[src/rtl/divu_pkg.sv]
package divu_pkg;

    // Per-operation control carried from acceptance to the result stage.
    typedef struct packed {
        logic neg_quo;   // quotient must be negated
        logic neg_rem;   // remainder must be negated
        logic want_rem;  // answer is the remainder
        logic word;      // narrow word mode
    } divu_ctl_t;

    function automatic divu_ctl_t divu_ctl_clear();
        divu_ctl_t c;
        c.neg_quo  = 1'b0;
        c.neg_rem  = 1'b0;
        c.want_rem = 1'b0;
        c.word     = 1'b0;
        return c;
    endfunction

endpackage

[src/rtl/divu_prep.sv]
module divu_prep
    import divu_pkg::*;
#(
    parameter int XLEN   = 64,
    parameter int WORD_W = 32
) (
    input  logic [XLEN-1:0] dividend,
    input  logic [XLEN-1:0] divisor,
    input  logic            sgn,
    input  logic            want_rem,
    input  logic            word,
    output logic [XLEN-1:0] num_mag,
    output logic [XLEN-1:0] den_mag,
    output divu_ctl_t       ctl,
    output logic            special,
    output logic [XLEN-1:0] special_val
);
    localparam int HI = XLEN - WORD_W;

    logic [XLEN-1:0] a_src, b_src, min_neg, spec_raw;
    logic            a_neg, b_neg, by_zero, ovf;

    always_comb begin
        // Bring both operands to XLEN bits at the chosen width.
        a_src = word ? {{HI{sgn & dividend[WORD_W-1]}}, dividend[WORD_W-1:0]} : dividend;
        b_src = word ? {{HI{sgn & divisor[WORD_W-1]}},  divisor[WORD_W-1:0]}  : divisor;
        a_neg = sgn & a_src[XLEN-1];
        b_neg = sgn & b_src[XLEN-1];
        num_mag = a_neg ? ('0 - a_src) : a_src;
        den_mag = b_neg ? ('0 - b_src) : b_src;

        min_neg = word ? {{(HI+1){1'b1}}, {(WORD_W-1){1'b0}}}
                       : {1'b1, {(XLEN-1){1'b0}}};
        by_zero = (b_src == '0);
        ovf     = sgn & ~by_zero & (a_src == min_neg) & (b_src == '1);
        special = by_zero | ovf;

        if (by_zero) spec_raw = want_rem ? dividend : '1;
        else         spec_raw = want_rem ? '0 : dividend;
        special_val = word ? {{HI{spec_raw[WORD_W-1]}}, spec_raw[WORD_W-1:0]} : spec_raw;

        ctl          = divu_ctl_clear();
        ctl.neg_quo  = a_neg ^ b_neg;
        ctl.neg_rem  = a_neg;
        ctl.want_rem = want_rem;
        ctl.word     = word;
    end
endmodule

[src/rtl/divu_core.sv]
module divu_core #(
    parameter int XLEN   = 64,
    parameter int WORD_W = 32
) (
    input  logic            clk,
    input  logic            rst,
    input  logic            load,
    input  logic            word,
    input  logic [XLEN-1:0] num_mag,
    input  logic [XLEN-1:0] den_mag,
    output logic            running,
    output logic            finish,
    output logic [XLEN-1:0] quo_mag,
    output logic [XLEN-1:0] rem_mag
);
    localparam int CNT_W = $clog2(XLEN + 1);
    localparam int SHIFT = XLEN - WORD_W;

    logic [XLEN:0]    part_q;
    logic [XLEN-1:0]  quo_q, den_q;
    logic [CNT_W-1:0] cnt_q;
    logic [XLEN:0]    shifted, trial;
    logic             fits;

    always_comb begin
        shifted = {part_q[XLEN-1:0], quo_q[XLEN-1]};
        trial   = shifted - {1'b0, den_q};
        fits    = ~trial[XLEN];
    end

    always_ff @(posedge clk) begin
        if (rst) begin
            part_q  <= '0;
            quo_q   <= '0;
            den_q   <= '0;
            cnt_q   <= '0;
            running <= 1'b0;
            finish  <= 1'b0;
        end else begin
            finish <= 1'b0;
            if (load) begin
                part_q  <= '0;
                quo_q   <= word ? (num_mag << SHIFT) : num_mag;
                den_q   <= den_mag;
                cnt_q   <= word ? CNT_W'(WORD_W) : CNT_W'(XLEN);
                running <= 1'b1;
            end else if (running) begin
                part_q <= fits ? trial : shifted;
                quo_q  <= {quo_q[XLEN-2:0], fits};
                cnt_q  <= cnt_q - CNT_W'(1);
                if (cnt_q == CNT_W'(1)) begin
                    running <= 1'b0;
                    finish  <= 1'b1;
                end
            end
        end
    end

    assign quo_mag = quo_q;
    assign rem_mag = part_q[XLEN-1:0];

    // one quotient bit per cycle, counter steps down by one
    assert_count_step_R7: assert property (@(posedge clk) disable iff (rst)
        (running && !load && cnt_q > CNT_W'(1)) |=> (running && cnt_q == $past(cnt_q) - CNT_W'(1)));

    // partial remainder ends below the divisor
    assert_rem_below_R3: assert property (@(posedge clk) disable iff (rst)
        (running && !load && cnt_q == CNT_W'(1)) |=> (finish && rem_mag < den_q));
endmodule

[src/rtl/divu_fix.sv]
module divu_fix
    import divu_pkg::*;
#(
    parameter int XLEN   = 64,
    parameter int WORD_W = 32
) (
    input  logic [XLEN-1:0] quo_mag,
    input  logic [XLEN-1:0] rem_mag,
    input  divu_ctl_t       ctl,
    output logic [XLEN-1:0] result
);
    localparam int HI = XLEN - WORD_W;

    logic [XLEN-1:0] q_s, r_s, pick;

    always_comb begin
        q_s  = ctl.neg_quo ? ('0 - quo_mag) : quo_mag;
        r_s  = ctl.neg_rem ? ('0 - rem_mag) : rem_mag;
        pick = ctl.want_rem ? r_s : q_s;
        result = ctl.word ? {{HI{pick[WORD_W-1]}}, pick[WORD_W-1:0]} : pick;
    end
endmodule

[src/rtl/divu_top.sv]
module divu_top
    import divu_pkg::*;
#(
    parameter int XLEN   = 64,
    parameter int WORD_W = 32
) (
    input  logic            clk,
    input  logic            rst,
    input  logic            start_i,
    input  logic [XLEN-1:0] dividend_i,
    input  logic [XLEN-1:0] divisor_i,
    input  logic            signed_i,
    input  logic            rem_i,
    input  logic            word_i,
    output logic            busy_o,
    output logic            done_o,
    output logic [XLEN-1:0] result_o
);
    logic [XLEN-1:0] num_mag, den_mag, spec_val, quo_mag, rem_mag, fixed;
    divu_ctl_t       ctl_new, ctl_q;
    logic            special, accept, running, finish;
    logic            spec_sel_q, spec_done_q;
    logic [XLEN-1:0] spec_val_q;

    divu_prep #(.XLEN(XLEN), .WORD_W(WORD_W)) u_prep (
        .dividend(dividend_i), .divisor(divisor_i), .sgn(signed_i),
        .want_rem(rem_i), .word(word_i), .num_mag(num_mag), .den_mag(den_mag),
        .ctl(ctl_new), .special(special), .special_val(spec_val)
    );

    assign accept = start_i & ~running;

    divu_core #(.XLEN(XLEN), .WORD_W(WORD_W)) u_core (
        .clk(clk), .rst(rst), .load(accept & ~special), .word(word_i),
        .num_mag(num_mag), .den_mag(den_mag), .running(running),
        .finish(finish), .quo_mag(quo_mag), .rem_mag(rem_mag)
    );

    always_ff @(posedge clk) begin
        if (rst) begin
            ctl_q       <= divu_ctl_clear();
            spec_sel_q  <= 1'b0;
            spec_done_q <= 1'b0;
            spec_val_q  <= '0;
        end else begin
            spec_done_q <= accept & special;
            if (accept) begin
                ctl_q      <= ctl_new;
                spec_sel_q <= special;
                spec_val_q <= spec_val;
            end
        end
    end

    divu_fix #(.XLEN(XLEN), .WORD_W(WORD_W)) u_fix (
        .quo_mag(quo_mag), .rem_mag(rem_mag), .ctl(ctl_q), .result(fixed)
    );

    assign result_o = spec_sel_q ? spec_val_q : fixed;
    assign busy_o   = running;
    assign done_o   = finish | spec_done_q;

    // done lasts one cycle unless a new corner case is accepted
    assert_done_pulse_R8: assert property (@(posedge clk) disable iff (rst)
        (done_o && !start_i) |=> !done_o);

    // result held after done until a new acceptance
    assert_result_hold_R8: assert property (@(posedge clk) disable iff (rst)
        (done_o && !start_i) |=> $stable(result_o));

    // corner cases complete one edge after acceptance
    assert_corner_fast_R7: assert property (@(posedge clk) disable iff (rst)
        (accept && special) |=> (done_o && !busy_o));

    // not busy while reporting done
    assert_done_idle_R9: assert property (@(posedge clk) disable iff (rst)
        done_o |-> !busy_o);

    // word results are sign-extended
    assert_word_sext_R4: assert property (@(posedge clk) disable iff (rst)
        (done_o && ctl_q.word) |->
        ((result_o[XLEN-1:WORD_W-1] == '0) || (result_o[XLEN-1:WORD_W-1] == '1)));
endmodule

[config.mk]
export PLATFORM = sky130hd
export DESIGN_NAME = divu_top
export DESIGN_NICKNAME = d
export VERILOG_FILES = /design/src/rtl/divu_pkg.sv /design/src/rtl/divu_prep.sv /design/src/rtl/divu_core.sv /design/src/rtl/divu_fix.sv /design/src/rtl/divu_top.sv
export SDC_FILE = /design/constraint.sdc
export NUM_CORES = 1
export LEC_CHECK = 0
export ABC_AREA = 1
export BUFFER_PORTS_ARGS = -buffer_cell sky130_fd_sc_hd__buf_2
export CORE_ASPECT_RATIO = 1.4
export CORE_MARGIN = 2
export CORE_UTILIZATION = 55
export DETAILED_ROUTE_END_ITERATION = 8
export GPL_TIMING_DRIVEN = 0
export PLACE_DENSITY = 0.79
export SYNTH_ARGS = -nofsm -noshare
export SYNTH_HDL_FRONTEND = slang
export SYNTH_SLANG_ARGS = --single-unit
[constraint.sdc]
create_clock -name clk -period 3.62 [get_ports clk]
set_clock_uncertainty 0.2 [all_clocks]
set_input_delay 0.362 -clock clk [delete_from_list [all_inputs] [get_ports clk]]
set_output_delay 0.362 -clock clk [all_outputs]
set_load 0.02 [all_outputs]
==> flow_metrics.py, run 1 <==
metrics = {
    "clock_tree": {
        "tritoncts_buffers": 30,
        "clock_root_buffer": "clkbuf_16",
        "clock_sinks": 271,
        "clock_path_buffers": 3,
        "cts.htree.levels": 1,
    },
    "status": {
        "run_status": "stopped before the end",
        "run.stop_error": "[ERROR GRT-0116] Global routing finished with congestion. Check the congestion regions in the DRC Viewer.",
        "failing_step": "5_1_grt",
    },
    "placement": {
        "pre_cts_slack_ns": -0.3753,
        "place.port_buffers": 195,
        "hpwl_microns": 131100,
        "place_congestion": 1.184,
        "numPlacedInstances": 6600,
    },
    "logic_synthesis": {
        "syn-mean-instance-area_sq_um": 5.255,
        "post_synth_main_area_contributors": "nand2_1 (25%), dfxtp_1 (18%), inv_1 (9.8%), nor2_1 (8.9%), nand3_1 (6.5%)",
        "yosys.area.top_type_share": 0.2462,
        "yosysWarnings": 0,
        "synth_top_area_cell": "nand2_1",
        "postSynthCellCount": 5684,
        "postSynth.asyncResetShare": 0,
        "synth-main-ff-cell": "dfxtp_1",
        "netlist_area_sq_um": 29870,
        "synth_edf_count": 0,
        "synthDistinctLibCells": 49,
        "synth_seq_area_share": 0.1816,
        "ys_ff_latch": 271,
        "syn-num-nets": 5890,
    },
    "global_route": {
        "wire_length_of_the_first_global_routing_pass_microns": 258700,
        "grt.overflow.total": 67,
        "groute.usage.overall": 0.6173,
        "grt_max_degree": 15,
        "grt_pass1_vias": 39890,
    },
    "floorplan": {
        "floorplan.die.width_microns": 201.0,
        "placement_rows": 101,
        "height_of_the_chip_microns": 279.7,
        "starting_density_of_the_core": 0.5536,
        "io_pins": 200,
    },
}
==> cells by family after synthesis <==
family,count (synthesis),share of synthesized area
AOI/OAI and AO/OA,856,0.1571
xor gates and xnor gates,138,0.04046
adders and majority gates,72,0.03041
buffers and inverters,1026,0.1358
DFF,271,0.1816
and+or+nand+nor,3321,0.4546
==> stage by stage <==
stage / util / cell area, sq um / hold WS, ns
after CTS: 0.6252 / 33730 / 0.002289
after detailed placement: 0.5884 / 31750 / 0.2566
after global placement: 0.5884 / 31750 / 0.2539
after floorplan: - / 29870 / 0.2331
==> layer usage <==
layer	GRT overflow	track usage
met1	1	0.6180
met2	37	0.8975
met3	1	0.2856
met4	28	0.6822
met5	0	0.04530
==> Yosys cell counts, drive strengths merged, types with 2 or more instances <==
cell type and instances:
nand2 1967, inv 796, nor2 714, o21ai 395, nand3 394, a21oi 341
dfxtp 271, clkbuf 145, nand4 113, xor2 107, buf 81, nor3 81
ha 71, o211ai 67, xnor2 31, a31oi 20, nand3b 20, o22ai 16
nor4 12, or2 7, o31ai 5, and2 4, and3 4, clkinv 4
nor3b 4, o21bai 3, a211oi 2, a21o 2
==> timing repair <==
action,CTS
hold buffers,34
setup buffers,6
resized for setup,168
endpoints found under the hold margin,34
cloned,0
pin swaps,7
setup endpoints to repair,121
==> inputs of run 2 (changes only) <==
- CORE_ASPECT_RATIO: 1.4 -> default
- CORE_UTILIZATION: 55 -> 40
- PLACE_DENSITY: 0.79 -> default
- PLACE_DENSITY_LB_ADDON: default -> 0.15
==> flow_metrics.py, run 2 <==
metrics = {
    "cells_and_area": {
        "final.fill_count": 8374,
        "final_cells": 7000,
        "share_of_layout_cells_above_drive_strength_1": 0.1244,
        "syn_to_final_growth_pct": 17.95,
        "layout.cells.most_common_list": "nand2_1 (1,936), inv_1 (743), nor2_1 (631)",
        "fin_area_sq_um": 35230,
        "fin_nets": 6211,
        "post-route-util": 0.4749,
        "layout_commonest_cell": "nand2_1",
    },
    "timing": {
        "setup_violations": 6,
        "hold_viol_final": 0,
        "post-route-worst-setup-slack_ns": -0.07632,
        "fin_tns_setup_ns": -0.1797,
        "hold-worst-slack_ns": 0.02196,
        "min_period_over_period": 1.021,
        "grt_setup_unrepaired": "yes",
        "timing.final.max_slew_violations": 0,
        "layout_min_cycle_time_ns": 3.696,
        "worstMarginPinSlew_ns": 1.171,
        "slew-limit-headroom": 0.2191,
        "max_freq_mhz": 270.5,
    },
    "pwr": {
        "irDropWorstVdd_uv": 495.6,
        "power_per_cell_area_nw_per_um2": 335.1,
        "power.static_leakage_uw": 0.01814,
    },
    "routing": {
        "drt-pass1-iter-count": 9,
        "postRouteAntennaNets": 0,
        "drcViolationCount": 0,
        "via_per_inst": 5.708,
        "route.vias.total": 39960,
        "wirelength_microns": 172000,
        "dr.first_iter.drc_count": 5778,
        "detailed_route_wire_length_per_cell_microns": 24.56,
    },
    "placement": {
        "place.port_buffers": 195,
        "numPlacedInstances": 6848,
        "place_congestion": 1.060,
        "post_dp_cell_area_sq_um": 32060,
        "hpwl_microns": 145100,
    },
    "floorplan": {
        "io_pins": 200,
        "design.die.area_sq_um": 76880,
        "floorplan.die.width_microns": 277.3,
        "placement_rows": 100,
        "starting_density_of_the_core": 0.4026,
        "height_of_the_chip_microns": 277.3,
        "core_region_area_sq_um": 74200,
    },
    "worst_setup_path": {
        "critPathArrivalTime_ns": 4.01,
        "cp.required_ns": 3.93,
        "rr_worst_depth": 6,
        "critical_path.reg2reg.endpoint": "u_core.cnt_q[2]$_SDFFE_PP0P_",
        "start_kind": "flop",
        "timing.rr.start": "u_core.running$_SDFF_PP0_",
        "r2r_setup_slack_ns": -0.08,
        "path_max_fanout": 10,
        "crit_type": "flop to flop",
        "cp_endpoint_kind": "flop",
    },
    "logic_synthesis": {
        "synth_edf_count": 0,
        "synth-main-ff-cell": "dfxtp_1",
        "postSynth.asyncResetShare": 0,
        "synth_seq_area_share": 0.1816,
        "yosys.area.top_type_share": 0.2462,
        "syn-mean-instance-area_sq_um": 5.255,
        "postSynthCellCount": 5684,
        "synth_top_area_cell": "nand2_1",
        "netlist_area_sq_um": 29870,
        "ys_ff_latch": 271,
        "synthDistinctLibCells": 49,
        "yosysMostFrequentCell": "nand2_1",
        "yosysWarnings": 0,
        "syn-num-nets": 5890,
        "ys_top_cells_by_count": "nand2_1 (1,959), inv_1 (780), nor2_1 (708), nand3_1 (390), o21ai_0 (347)",
        "post_synth_main_area_contributors": "nand2_1 (25%), dfxtp_1 (18%), inv_1 (9.8%), nor2_1 (8.9%), nand3_1 (6.5%)",
    },
    "clock_tree": {
        "worst_skew_pair.late_latency_ns": 0.61,
        "cts.htree.levels": 1,
        "tritoncts_buffers": 31,
        "clk_transition_reported_paths_ns": 0.07,
        "clock_sinks": 271,
        "cts_tree": "built",
        "clock_path_buffers": 3,
        "clock_root_buffer": "clkbuf_16",
    },
    "global_route": {
        "wire_length_of_the_first_global_routing_pass_microns": 242100,
        "groute.usage.overall": 0.4267,
        "grt_pass1_vias": 35260,
        "antenna_violations_before_repair": 6,
        "grt.overflow.total": 0,
        "grt_max_degree": 16,
    },
    "worst_hold_path": {
        "worst_hold_path.num_cells": 3,
        "min-delay-path-class": "primary input to flop",
        "hp-start": "dividend_i[5]",
        "holdPathEnd": "spec_val_q[5]$_SDFFE_PP0P_",
    },
    "status": {
        "violations_in_the_final_reports": "negative setup slack",
        "run_status": "finished with violations",
    },
    "job": {
        "max_cap_violations": 0,
    },
}
-- run 2: logic make-up (layout without fill, tap and decap cells) --
group,count (synthesis),in the layout,synth area share
AOI/OAI and AO/OA,856,856,0.1571
and+or+nand+nor,3321,3321,0.4546
xor gates and xnor gates,138,138,0.04046
buffers and inverters,1026,1372,0.1358
DFF,271,271,0.1816
other,0,1,0
adders and majority gates,72,72,0.03041
-- run 2: what timing repair did --
item                                   4_1_cts  5_1_grt
setup endpoints to repair                  125      286
pin swaps                                   14       40
endpoints found under the hold margin       53        0
gates resized for setup                    198      258
hold buffers                                53        0
setup buffers                               10       30
-- run 2: final cells by class --
| class | instances | area, sq um | share of cell area |
|---|---|---|---|
| Clock buffer | 40 | 869.6 | 0.02468 |
| Tap cell | 969 | 1212 | 0.03441 |
| Inverter | 800 | 3018 | 0.08565 |
| Multi-Input combinational cell | 4387 | 21440 | 0.6086 |
| Clock inverter | 18 | 182.7 | 0.005185 |
| Antenna cell | 1 | 2.502 | 0.00007102 |
| Buffer | 226 | 1145 | 0.03249 |
| Timing Repair Buffer | 288 | 1859 | 0.05277 |
| Sequential cell | 271 | 5503 | 0.1562 |
-- run 2: critical path: stages (launching register included) --
cell and delay [ns]:
dfxtp_1 0.37, clkbuf_1 0.43, inv_1 0.40, clkbuf_1 0.91, clkbuf_1 0.81, o21ai_0 0.28, a21oi_2 0.18
-- run 2: worst max path at each step --
stage	start	to	slack (ns)	cells past startpoint
2_1_floorplan	u_core.part_q[0]$_SDFFE_PP0P_	result_o[30]	0.69	12
3_5_place_dp	u_core.part_q[0]$_SDFFE_PP0P_	result_o[30]	-0.55	12
5_1_grt	u_core.part_q[12]$_SDFFE_PP0P_	result_o[43]	-0.03	15
6_report	u_core.running$_SDFF_PP0_	u_core.cnt_q[2]$_SDFFE_PP0P_	-0.08	6
3_3_place_gp	u_core.part_q[0]$_SDFFE_PP0P_	result_o[30]	-0.48	12
4_1_cts	u_core.quo_mag[2]$_SDFFE_PP0P_	result_o[43]	-0.02	12
-- run 2: stage by stage --
stage | worst slack [ns] | power [uW]
after global routing | -0.02768 | 12200
after CTS | -0.01834 | 11410
after global placement | -0.4796 | 7960
after detailed placement | -0.5538 | 7948
final | -0.07632 | 11810
after floorplan | 0.6949 | 6093
-- run 2: report_power, final --
group	total [uW]	switching [uW]	internal [uW]
Sequential	3490	298	3190
Combinational	5050	3670	1380
Clock	3270	1410	1860
-- run 2: per-layer routing --
layer | global-route usage | share of wire | up-vias
met5 | 0 | 0.000076 | -
met4 | 0.1434 | 0.041 | 2
met3 | 0.1148 | 0.13 | 308
met2 | 0.6043 | 0.39 | 2501
met1 | 0.6158 | 0.43 | 18480
li1 | - | - | 18670
Note: power is estimated with default switching activity, not from simulation.
